[src/rtl/oar_pkg.sv]
package oar_pkg;
    parameter int ADDR_W = 8;
    parameter int BANK_W = 2;
    parameter int IDX_W  = 3;

    typedef enum logic [1:0] {
        KIND_REG = 2'b00,
        KIND_DIR = 2'b01,
        KIND_PTR = 2'b10,
        KIND_BIT = 2'b11
    } oar_kind_e;

    typedef struct packed {
        logic [ADDR_W-1:0] addr;
        logic              sfr;
        logic [IDX_W-1:0]  bidx;
        logic              bmode;
        logic              err;
    } oar_res_t;
endpackage

[src/rtl/oar_bank_map.sv]
module oar_bank_map #(
    parameter int ADDR_W = 8,
    parameter int BANK_W = 2,
    parameter int IDX_W  = 3
) (
    input  logic [BANK_W-1:0] bank,
    input  logic [IDX_W-1:0]  idx,
    output logic [ADDR_W-1:0] addr
);
    localparam int PAD_W = ADDR_W - BANK_W - IDX_W;

    // bank selects an 8-byte window, idx the byte within it
    assign addr = {{PAD_W{1'b0}}, bank, idx};
endmodule

[src/rtl/oar_bit_map.sv]
module oar_bit_map #(
    parameter int              ADDR_W   = 8,
    parameter int              IDX_W    = 3,
    parameter logic [ADDR_W-1:0] RAM_BASE = 8'h20
) (
    input  logic [ADDR_W-1:0] bit_addr,
    output logic [ADDR_W-1:0] byte_addr,
    output logic              in_sfr,
    output logic [IDX_W-1:0]  bidx
);
    localparam int TOP = ADDR_W - 1;

    logic [ADDR_W-1:0] ram_byte;
    logic [ADDR_W-1:0] sfr_byte;

    assign ram_byte  = RAM_BASE + ADDR_W'(bit_addr[TOP-1:IDX_W]);
    assign sfr_byte  = {bit_addr[TOP:IDX_W], {IDX_W{1'b0}}};
    assign in_sfr    = bit_addr[TOP];
    assign byte_addr = in_sfr ? sfr_byte : ram_byte;
    assign bidx      = bit_addr[IDX_W-1:0];
endmodule

[src/rtl/oar_ptr_check.sv]
module oar_ptr_check #(
    parameter int IDX_W   = 3,
    parameter int NUM_PTR = 2
) (
    input  logic [IDX_W-1:0] reg_num,
    output logic             usable
);
    assign usable = (int'(reg_num) < NUM_PTR);
endmodule

[src/rtl/oar_resolver.sv]
module oar_resolver
    import oar_pkg::*;
#(
    parameter logic [ADDR_W-1:0] RAM_BASE = 8'h20,
    parameter bit                REG_OUT  = 1'b1
) (
    input  logic              clk,
    input  logic              rst_n,
    input  logic [1:0]        kind_i,
    input  logic [ADDR_W-1:0] field_i,
    input  logic [BANK_W-1:0] bank_i,
    input  logic [ADDR_W-1:0] ptr_i,
    output logic [ADDR_W-1:0] addr_o,
    output logic              sfr_o,
    output logic [IDX_W-1:0]  bidx_o,
    output logic              bmode_o,
    output logic              err_o
);
    logic [ADDR_W-1:0] reg_addr;
    logic [ADDR_W-1:0] bit_byte;
    logic              bit_sfr;
    logic [IDX_W-1:0]  bit_idx;
    logic              ptr_ok;
    oar_res_t          res_d;
    oar_res_t          res_q;

    oar_bank_map #(.ADDR_W(ADDR_W), .BANK_W(BANK_W), .IDX_W(IDX_W)) u_bank (
        .bank (bank_i),
        .idx  (field_i[IDX_W-1:0]),
        .addr (reg_addr)
    );

    oar_bit_map #(.ADDR_W(ADDR_W), .IDX_W(IDX_W), .RAM_BASE(RAM_BASE)) u_bit (
        .bit_addr  (field_i),
        .byte_addr (bit_byte),
        .in_sfr    (bit_sfr),
        .bidx      (bit_idx)
    );

    oar_ptr_check #(.IDX_W(IDX_W), .NUM_PTR(2)) u_ptr (
        .reg_num (field_i[IDX_W-1:0]),
        .usable  (ptr_ok)
    );

    always_comb begin
        res_d = '0;
        unique case (oar_kind_e'(kind_i))
            KIND_REG: res_d.addr = reg_addr;
            KIND_DIR: begin
                res_d.addr = field_i;
                res_d.sfr  = field_i[ADDR_W-1];
            end
            KIND_PTR: begin
                if (ptr_ok) res_d.addr = ptr_i;
                else        res_d.err  = 1'b1;
            end
            KIND_BIT: begin
                res_d.addr  = bit_byte;
                res_d.sfr   = bit_sfr;
                res_d.bidx  = bit_idx;
                res_d.bmode = 1'b1;
            end
            default: res_d = '0;
        endcase
    end

    generate
        if (REG_OUT) begin : g_reg
            always_ff @(posedge clk or negedge rst_n) begin
                if (!rst_n) res_q <= '0;
                else        res_q <= res_d;
            end
        end else begin : g_comb
            assign res_q = res_d;
        end
    endgenerate

    assign addr_o  = res_q.addr;
    assign sfr_o   = res_q.sfr;
    assign bidx_o  = res_q.bidx;
    assign bmode_o = res_q.bmode;
    assign err_o   = res_q.err;
endmodule

[config.mk]
export PLATFORM = sky130hd
export DESIGN_NAME = oar_resolver
export DESIGN_NICKNAME = d
export VERILOG_FILES = /design/src/rtl/oar_pkg.sv /design/src/rtl/oar_bank_map.sv /design/src/rtl/oar_bit_map.sv /design/src/rtl/oar_ptr_check.sv /design/src/rtl/oar_resolver.sv
export SDC_FILE = /design/constraint.sdc
export NUM_CORES = 1
export LEC_CHECK = 0
export BUFFER_PORTS_ARGS = -buffer_cell sky130_fd_sc_hd__buf_2
export CAP_MARGIN = 25
export CORE_MARGIN = 2
export CORE_UTILIZATION = 42
export CTS_BUF_LIST = sky130_fd_sc_hd__clkbuf_8
export CTS_CLUSTER_DIAMETER = 150
export DETAILED_ROUTE_END_ITERATION = 8
export GPL_ROUTABILITY_DRIVEN = 0
export GPL_TIMING_DRIVEN = 0
export PLACE_DENSITY = 0.91
export SETUP_SLACK_MARGIN = 0.2
export SLEW_MARGIN = 20
export SYNTH_ARGS = -nofsm -noshare
export SYNTH_HDL_FRONTEND = slang
export SYNTH_SLANG_ARGS = --single-unit
[constraint.sdc]
create_clock -name clk -period 0.8 [get_ports clk]
set_input_delay 0.12 -clock clk [delete_from_list [all_inputs] [get_ports clk]]
set_output_delay 0.12 -clock clk [all_outputs]
set_load 0.01 [all_outputs]
**Yosys cells after proc, flatten, opt, wreduce, memory -nomap -nowiden**

Index checks and enable logic that the tools add are counted.

- Order comparisons: 1
- Eq/ne operators: 3
- Mux-type cells: 7
- $add $sub $neg: 1
- Reduce and logical (&&, ||, !) cells: 2

Operators by type and width:

| kind | count |
|---|---|
| 8-bit one-hot mux with 4 select lines | 1 |
| 8-bit 2-to-1 mux | 2 |
| 6-bit by 4-bit adder with 7-bit output, first input constant | 1 |
| 2-bit equality test, second input constant | 2 |
| 4-bit 2-to-1 mux | 1 |
| 3-bit by 2-bit less-than comparator with 1-bit output, second input constant | 1 |
| 1-bit 2-to-1 mux | 3 |
| 2-bit by 1-bit equality test with 1-bit output, second input constant | 1 |
| 2-bit logical NOT | 1 |
| 2-bit OR reduction | 1 |

- Output and inout bits: 14
- Bits of input ports: 22
- Logic and storage cells: 19
- Flip-flop bits (word level): 14

**Longest topological paths before layout**

Gate-level depths: netlist of the first run.

- Depth after elaboration: 3
- Gate-level depth with buffers: 4
- Mapped depth without buffers: 3

**Modules after synthesis**

A second synthesis of the first run with hierarchy kept.

- Cell total of the unflattened synthesis: 62
- Area, all modules: 844.6 um2

Modules (own cells, without submodules):

| module | area an instance (um2) | instances | cells each | seq. area each (um2) |
|---|---|---|---|---|
| oar_resolver | 676.9 | 1 | 40 | 350.3 |
| oar_bit_map | 100.1 | 1 | 12 | 0.0 |
| oar_bank_map | 63.8 | 1 | 9 | 0.0 |
| oar_ptr_check | 3.8 | 1 | 1 | 0.0 |

**Worst setup path before layout of the first run**

OpenSTA, ideal clock, no wires.

- Kind: input to register
- From: input port kind_i[0]
- To: register res_q, in the netlist addr_o[0]
- Path slack: -8 ps
- Required time: 736 ps
- Library setup time: 64 ps
- Arrival: 744 ps
- Cell stages on the path: 3
- Path buffers: 0
- Cell sequence: nor4b_4 -> and2_0 -> a221o_2

RTL lines:

| what | RTL line | text |
|---|---|---|
| from (decl) | oar_resolver.sv:9 | `input logic [1:0] kind_i,` |
| to (signal assigned) | oar_resolver.sv:71 | `else res_q <= res_d;` |
| to (decl) | oar_resolver.sv:25 | `oar_res_t res_q;` |

**Worst setup path after layout of the first run**

- From: register res_q, in the netlist addr_o[1]
- To: output port addr_o[1]

RTL lines:

| what | RTL line | text |
|---|---|---|
| to (decl) | oar_resolver.sv:13 | `output logic [ADDR_W-1:0] addr_o,` |

No word-level cell between the ends.

==> results of run 1 <==
state kept, by name (all words and copies together), names as in the netlist:
| signal | cells |
|---|---|
| addr_o | 8 |
| bidx_o | 3 |
| bmode_o | 1 |
| err_o | 1 |
| sfr_o | 1 |
per-stage QoR:
step | area [sq um] | power (W) | hold slack (ns)
CTS | 926 | 0.00163 | 0.0814
global placement | 774 | 0.00101 | 0.0152
global route | 967 | 0.00174 | 0.0868
detailed placement | 774 | 0.00102 | 0.0276
floorplan | 581 | 0.000882 | -0.176
finish | 967 | 0.00166 | 0.0857
layout make-up:
cell class | count | area [sq um]
well taps | 15 | 18.8
inverters | 4 | 15.0
flip-flops and latches | 14 | 350
repair buffers | 43 | 293
fillers | 82 | 318
plain buffers | 1 | 7.51
multi-input cells | 28 | 241
clock buffers | 3 | 41.3
logic make-up after synthesis:
group                  share of synthesized area [%]
DFF                                             61.0
and+or+nand+nor                                 17.9
muxes                                           1.74
buffers and inverters                           3.48
AOI/OAI and AO/OA                               15.9
power breakdown:
part           switching (W)  total (W)  internal, W  leakage, nW
Sequential         0.0000130   0.000766     0.000753        0.179
Combinational       0.000159   0.000327     0.000169        0.336
Clock               0.000236   0.000569     0.000333       0.0216
layer usage:
layer | vias up | track usage [%] | wire (microns)
met5 | - | 0 | 0
met4 | 0 | 25.0 | 126
met3 | 13 | 8.15 | 142
met2 | 39 | 40.6 | 972
met1 | 282 | 29.3 | 686
li1 | 260 | - | -
repair_timing:
| item | in CTS | in global routing |
|---|---|---|
| hold buffers | 1 | 0 |
| gates cloned | 0 | 0 |
| endpoints found under the hold margin | 14 | 0 |
| gates resized for setup | 14 | 11 |
| endpoints found under the setup margin | 22 | 36 |
| setup buffers | 7 | 0 |
| pin swaps | 4 | 3 |
path summary, 6_finish.rpt:
kind	startpoint	endpoint	depth (start not counted)	slack (ns)
max in group asynchronous	rst_n	addr_o[6]$_DFF_PN0_	2	0.32
setup / recovery	addr_o[1]$_DFF_PN0_	addr_o[1]	1	-0.07
hold / removal	ptr_i[7]	addr_o[7]$_DFF_PN0_	2	0.09
min in group asynchronous	rst_n	bmode_o$_DFF_PN0_	2	0.30
synthesized netlist by cell type:
master    count  area share, %
nand2_1       4            2.6
a21o_2        1            1.5
nor2_1        3            2.0
o22ai_1       1            1.1
and3_2        2            2.6
mux2i_1       1            1.7
a21oi_1       2            1.7
a221oi_1      1            1.5
and2_2        1            1.3
dfrtp_1      14             61
or2b_1        1            1.3
o221ai_1      1            1.5
and2_0        1            1.1
inv_1         4            2.6
a32o_1        1            1.7
a22o_1        1            1.5
buf_2         1           0.87
nor3_1        2            1.7
nor4b_4       1            4.1
a21o_1        1            1.3
a221o_2       2            3.9
and2_1        1            1.1
==> out/metrics.csv, run 1 <==
stage,metric,value,unit
floorplan,dieArea,0.00168,sq mm
routing,wirelength,1930,microns
finish,area_growth,68.4,%
timing,drv_slew,0,
setup_path,crit_buf_inv,1,
timing,tightestPinTransition,0.226,ns
power_and_ir_drop,power.leakage,0.536,nW
global_route,grt-ovfl-total,0,
floorplan,core-area,0.00128,sq mm
timing,rsz0062_at_grt,yes,
global_route,antenna_found_initial,0,
finish,layout.cells.non_filler,108,
status,run_status,"complete, but fails checks",
setup_path,crit_arrival,0.75,ns
clock_tree,cts_root_buffer,clkbuf_8,
routing,drtIter0Drc,11,
clock_tree,clk_pin_slew,0.06,ns
synthesis,synth_area,574,sq um
clock_tree,clockBufferDepth,2,
finish,drive_gt1_share,66.7,%
timing,min_period_over_period,109,%
floorplan,dieWidth,41.0,microns
finish,layout_commonest_cell,buf_2,
status,violations,setup timing,
synthesis,syn_inst,47,
floorplan,initial_core_util,44.7,%
power_and_ir_drop,ir_worst_vdd,0.000961,V
placement,dp.cells,97,
timing,fmax,1150,MHz
global_route,gr-usage-all-layers,26.8,%
global_route,grt_first_pass_wirelength,2730,microns
clock_tree,ctsHtreeMaxLevel,1,
setup_path,critPathSlowestCell,dfrtp_1,
setup_path,slowest_delay,0.37,ns
routing,route.detailed.drc,0,
finish,n_antenna_cell,0,
power_and_ir_drop,p_per_area,1720,mW/mm^2
finish,utilization,75.3,%
setup_path,crit_type,register to primary output,
routing,viasPerCell,5.50,
setup_path,required,0.68,ns
setup_path,crit_path_end_kind,primary output,
finish,num-nets-final,117,
placement,dp_hpwl,1090,microns
clock_tree,cts-buffers-inserted,3,
timing,final.setup.worst_slack,-0.0706,ns
routing,ant_nets,0,
job,drv_cap,0,
timing,max_slew_margin,84.9,%
clock_tree,clkSinkCount,14,
floorplan,ios,36,
global_route,grt_pass1_vias,625,
hold_path,hold_path_class,input pin to register,
setup_path,crit_chain,buf_2,
timing,period_minus_slack,0.871,ns
synthesis,syn_avg_cell_area,12.2,sq um
routing,post_drt_wl_per_cell,17.9,microns
timing,timing.final.hold_violations,0,
synthesis,yosysWarnings,0,
synthesis,ys_ff_latch,14,
setup_path,critPathMaxFanout,1,
synthesis,synth_seq_area_share,61.0,%
synthesis,synth_cell_types,22,
finish,final_cell_mix,"buf_2, dfrtp_1, buf_4, buf_6, inv_1",
synthesis,syn-num-nets,69,
global_route,grt_max_degree,15,
routing,dr.pass1.iters,4,
timing,setup_viol,14,
placement,port_buffers,35,
routing,num_vias,594,
setup_path,startpoint_type,register,
floorplan,dieHeight,41.0,microns
placement,pre_cts_ws,-0.246,ns
timing,setup_tns,-0.758,ns
clock_tree,cts_tree,built,
floorplan,fp-row-count,13,
setup_path,crit_family,flip-flops,
Power figures use the tool's default switching activity.
==> run 2, diff against run 1 <==
Settings changed: GPL_TIMING_DRIVEN 0 to 1.
Clock period 0.8 ns to 0.95 ns, I/O delays scaled along.
==> out/metrics.csv, run 2 (synthesis results as in run 1) <==
stage,metric,value,unit,change
routing,wl_met1,671,microns,-2.2%
power_and_ir_drop,power.leakage,0.517,nW,-3.5%
setup_path,required,0.81,ns,+0.13 ns
finish,fillers,90,,+9.8%
placement,port_buffers,35,,unchanged
setup_path,crit_buf_inv,1,,unchanged
routing,wl_met2,886,microns,-8.8%
setup_path,crit_chain,buf_2,,
timing,final.setup.worst_slack,0.0419,ns,+0.113 ns
floorplan,fp-row-count,13,,unchanged
global_route,grt-ovfl-total,0,,unchanged
power_and_ir_drop,p_total,0.00149,W,-10%
global_route,antenna_found_initial,0,,unchanged
timing,tightestPinTransition,0.340,ns,+0.114 ns
setup_path,critPathMaxFanout,1,,unchanged
timing,period_minus_slack,0.908,ns,
power_and_ir_drop,p_per_area,1620,mW/mm^2,-5.9%
finish,num-nets-final,116,,-0.85%
setup_path,crit_type,register to primary output,,
clock_tree,ctsHtreeMaxLevel,1,,unchanged
hold_path,hold_path_class,input pin to register,,
routing,wirelength,1740,microns,-10%
routing,met3_length,130,microns,-8.5%
finish,final_cell_mix,"buf_2, dfrtp_1, buf_4",,
setup_path,crit_family,flip-flops,,
routing,dr.pass1.iters,4,,unchanged
routing,post_drt_wl_per_cell,16.1,microns,-10%
floorplan,dieHeight,41.0,microns,unchanged
routing,ant_nets,0,,unchanged
global_route,grt_pass1_vias,503,,-20%
setup_path,crit_path_end_kind,primary output,,
finish,largest_reg_flops,8,,unchanged
status,run_status,"complete, no violations",,
clock_tree,cts_root_buffer,clkbuf_8,,
finish,n_antenna_cell,0,,unchanged
finish,area_growth,60.8,%,
floorplan,ios,36,,unchanged
finish,seq_area,350,sq um,unchanged
clock_tree,cts_tree,built,,
timing,timing.final.hold_violations,0,,unchanged
setup_path,critPathSlowestCell,dfrtp_1,,
global_route,grt_max_degree,15,,unchanged
finish,utilization,71.9,%,-3.4 points
floorplan,core-area,0.00128,sq mm,unchanged
routing,highest_layer,met4,,
clock_tree,clk_pin_slew,0.06,ns,about the same
setup_path,crit_arrival,0.77,ns,+0.02 ns
global_route,gr-usage-all-layers,22.6,%,-4.2 points
timing,drv_slew,0,,unchanged
clock_tree,clockBufferDepth,2,,unchanged
timing,fmax,1100,MHz,
clock_tree,cts-buffers-inserted,3,,unchanged
timing,rsz0062_at_grt,yes,,
floorplan,initial_core_util,44.7,%,unchanged
floorplan,dieWidth,41.0,microns,unchanged
floorplan,dieArea,0.00168,sq mm,unchanged
finish,drive_gt1_share,60.2,%,-6.5 points
clock_tree,cts_setup_buffers,0,,-7
timing,max_slew_margin,77.2,%,-7.6 points
job,drv_cap,0,,unchanged
clock_tree,clkSinkCount,14,,unchanged
finish,multi_input_area,219,sq um,-9.3%
routing,drtIter0Drc,10,,-1
routing,num_vias,560,,-5.7%
timing,min_period_over_period,95.6,%,
finish,layout_commonest_cell,buf_2,,
setup_path,slowest_delay,0.37,ns,about the same
routing,viasPerCell,5.19,,-5.7%
placement,placed_cell_area,816,sq um,+5.3%
finish,design_area,923,sq um,-4.5%
power_and_ir_drop,ir_worst_vdd,0.00124,V,+30%
placement,pre_cts_ws,-0.106,ns,+0.140 ns
timing,setup_tns,0,ns,+0.758 ns
setup_path,startpoint_type,register,,
timing,setup_viol,0,,-14
global_route,grt_first_pass_wirelength,2210,microns,-19%
placement,dp_hpwl,1250,microns,+14%
routing,route.detailed.drc,0,,unchanged
-- run 2: where the power goes --
part           switching [W]  total (W)  internal, W
clock network       0.000233   0.000601     0.000368
logic               0.000121   0.000248     0.000127
registers          0.0000103   0.000644     0.000634
total               0.000364    0.00149      0.00113
-- run 2: what timing repair did --
item                                    in CTS  in global routing
gates resized for setup                      6                  5
endpoints found under the setup margin      18                 20
hold buffers                                 1                  0
endpoints found under the hold margin       14                  0
pin swaps                                    2                  2
-- run 2: cell type report --
class	count	area share, %
Sequential cell	14	37.9
Tap cell	15	2.03
Inverter	4	1.63
Timing Repair Buffer	43	28.7
Multi-Input combinational cell	28	23.7
Clock buffer	4	5.96
-- run 2: worst paths after layout --
kind,start,endpoint,slack [ns],depth (start not counted)
worst max-delay path,addr_o[1]$_DFF_PN0_,addr_o[1],0.04,1
worst min-delay path,ptr_i[7],addr_o[7]$_DFF_PN0_,0.11,2
max in group asynchronous,rst_n,err_o$_DFF_PN0_,0.41,2
min in group asynchronous,rst_n,addr_o[5]$_DFF_PN0_,0.31,2
-- run 2: metal layers --
layer  vias to the layer above  global-route usage, %
met4                         0                   15.0
met2                        30                   35.9
met1                       261                   23.9
met3                         8                   9.78
met5                         -                      0
li1                        261                      -
-- run 2: stage by stage --
step | hold WS [ns] | instances
floorplan | -0.153 | 47
global placement | 0.0384 | 103
detailed placement | 0.0494 | 103
CTS | 0.103 | 108
global route | 0.104 | 108
finish | 0.107 | 108
==> run 3, diff against run 2 <==
Settings changed: GPL_TIMING_DRIVEN 1 to 0.
==> out/metrics.csv, run 3 (synthesis results as in run 1) <==
stage,metric,value,unit,change
timing,tightestPinTransition,0.307,ns,-0.0330 ns
clock_tree,cts-buffers-inserted,3,,unchanged
hold_path,min_from,ptr_i[7],,
setup_path,crit_path_end_kind,primary output,,
clock_tree,cts_root_buffer,clkbuf_8,,
timing,max_slew_margin,79.5,%,+2.3 points
global_route,grt_pass1_vias,540,,+7.4%
routing,route.detailed.drc,0,,unchanged
timing,fmax,1110,MHz,+0.94%
timing,timing.final.hold_violations,0,,unchanged
clock_tree,clk_pin_slew,0.05,ns,about the same
floorplan,dieArea,0.00168,sq mm,unchanged
routing,post_drt_wl_per_cell,16.6,microns,+3.1%
timing,drv_slew,0,,unchanged
floorplan,fp-row-count,13,,unchanged
hold_path,hold_path_class,input pin to register,,
setup_path,startpoint_type,register,,
hold_path,min_path_cells,2,,unchanged
global_route,antenna_found_initial,0,,unchanged
power_and_ir_drop,power.leakage,0.524,nW,+1.3%
finish,fillers,90,,unchanged
floorplan,dieWidth,41.0,microns,unchanged
timing,setup_viol,0,,unchanged
placement,port_buffers,35,,unchanged
global_route,grt-ovfl-total,0,,unchanged
routing,dr.pass1.iters,4,,unchanged
routing,ant_nets,0,,unchanged
setup_path,cp-startpoint,addr_o[4]$_DFF_PN0_,,
clock_tree,ctsHtreeMaxLevel,1,,unchanged
floorplan,dieHeight,41.0,microns,unchanged
finish,final_cell_mix,"buf_2, dfrtp_1, buf_6",,
power_and_ir_drop,p_per_area,1480,mW/mm^2,-8.5%
setup_path,required,0.81,ns,about the same
floorplan,initial_core_util,44.7,%,unchanged
clock_tree,clkSinkCount,14,,unchanged
finish,design_area,945,sq um,+2.3%
setup_path,critPathMaxFanout,1,,unchanged
global_route,gr-usage-all-layers,23.4,%,+0.80 points
job,drv_cap,0,,unchanged
setup_path,crit_family,flip-flops,,
hold_path,min_to,addr_o[7]$_DFF_PN0_,,
clock_tree,clockBufferDepth,2,,unchanged
floorplan,core-area,0.00128,sq mm,unchanged
clock_tree,cts_tree,built,,
finish,layout_commonest_cell,buf_2,,
finish,multi_input_area,221,sq um,+1.1%
routing,viasPerCell,5.36,,+3.3%
routing,drtIter0Drc,13,,+3
timing,period_minus_slack,0.900,ns,-0.00847 ns
global_route,grt_max_degree,15,,unchanged
finish,drive_gt1_share,62.0,%,+1.7 points
setup_path,crit_type,register to primary output,,
routing,num_vias,573,,+2.3%
timing,rsz0062_at_grt,yes,,
power_and_ir_drop,ir_worst_vdd,0.000875,V,-30%
placement,dp_hpwl,1120,microns,-10%
finish,largest_reg_flops,8,,unchanged
setup_path,slowest_delay,0.39,ns,+0.02 ns
global_route,grt_first_pass_wirelength,2370,microns,+7.2%
timing,fin_worst_hold_slack,0.106,ns,-0.000913 ns
finish,n_antenna_cell,0,,unchanged
setup_path,crit_arrival,0.76,ns,about the same
setup_path,crit_buf_inv,1,,unchanged
setup_path,critPathSlowestCell,dfrtp_1,,
routing,wirelength,1770,microns,+2.2%
placement,placed_cell_area,768,sq um,-5.8%
status,run_status,"complete, no violations",,
finish,num-nets-final,116,,unchanged
timing,min_period_over_period,94.7,%,-0.89 points
finish,area_growth,64.5,%,
floorplan,ios,36,,unchanged
finish,seq_area,350,sq um,unchanged
setup_path,crit_chain,buf_6,,
## run 3: cell count changes in the layout (fill, tap and decap cells not counted), sizes merged
cell	delta
buf	-1
## run 3: final cells by class
class / count / area share, %
clock buffers: 3 / 4.37
inverters: 4 / 1.59
multi-input cells: 28 / 23.4
well taps: 15 / 1.99
repair buffers: 42 / 30.7
plain buffers: 1 / 0.795
flip-flops and latches: 14 / 37.1
## run 3: through the flow
stage          setup TNS (ns)  total power, W  setup WS [ns]  instances  util (%)
2_1_floorplan               0        0.000740          0.120         47         -
3_3_place_gp           -0.497        0.000848         -0.136         97      59.8
3_5_place_dp           -0.735        0.000858         -0.160         97      59.8
4_1_cts                     0         0.00136         0.0511        106      69.4
5_1_grt                     0         0.00145         0.0282        107      73.5
6_report                    0         0.00140         0.0504        107      73.5
## run 3: repair_timing
item                                   4_1_cts  5_1_grt
gates resized for setup                     12       10
setup buffers                                5        1
endpoints found under the hold margin       14        0
setup endpoints to repair                   21       19
pin swaps                                    3        3
hold buffers                                 1        0
## run 3: routing by layer
layer	vias up	GRT usage [%]	share of wire (%)
li1	260	-	-
met4	0	12.5	2.9
met3	5	6.52	7.8
met1	276	27.0	37
met5	-	0	0
met2	32	38.7	52
## run 3: where the power goes
group | internal (W) | switching (W)
clock | 0.000281 | 0.000206
combinational | 0.000142 | 0.000123
sequential | 0.000634 | 0.0000116
total | 0.00106 | 0.000341
## run 3: worst max-delay path by stage
stage / end / cells past startpoint
floorplan: addr_o[0]$_DFF_PN0_ / 3
global placement: addr_o[0]$_DFF_PN0_ / 4
detailed placement: addr_o[0]$_DFF_PN0_ / 4
CTS: addr_o[4] / 1
global route: addr_o[7] / 1
finish: addr_o[4] / 1
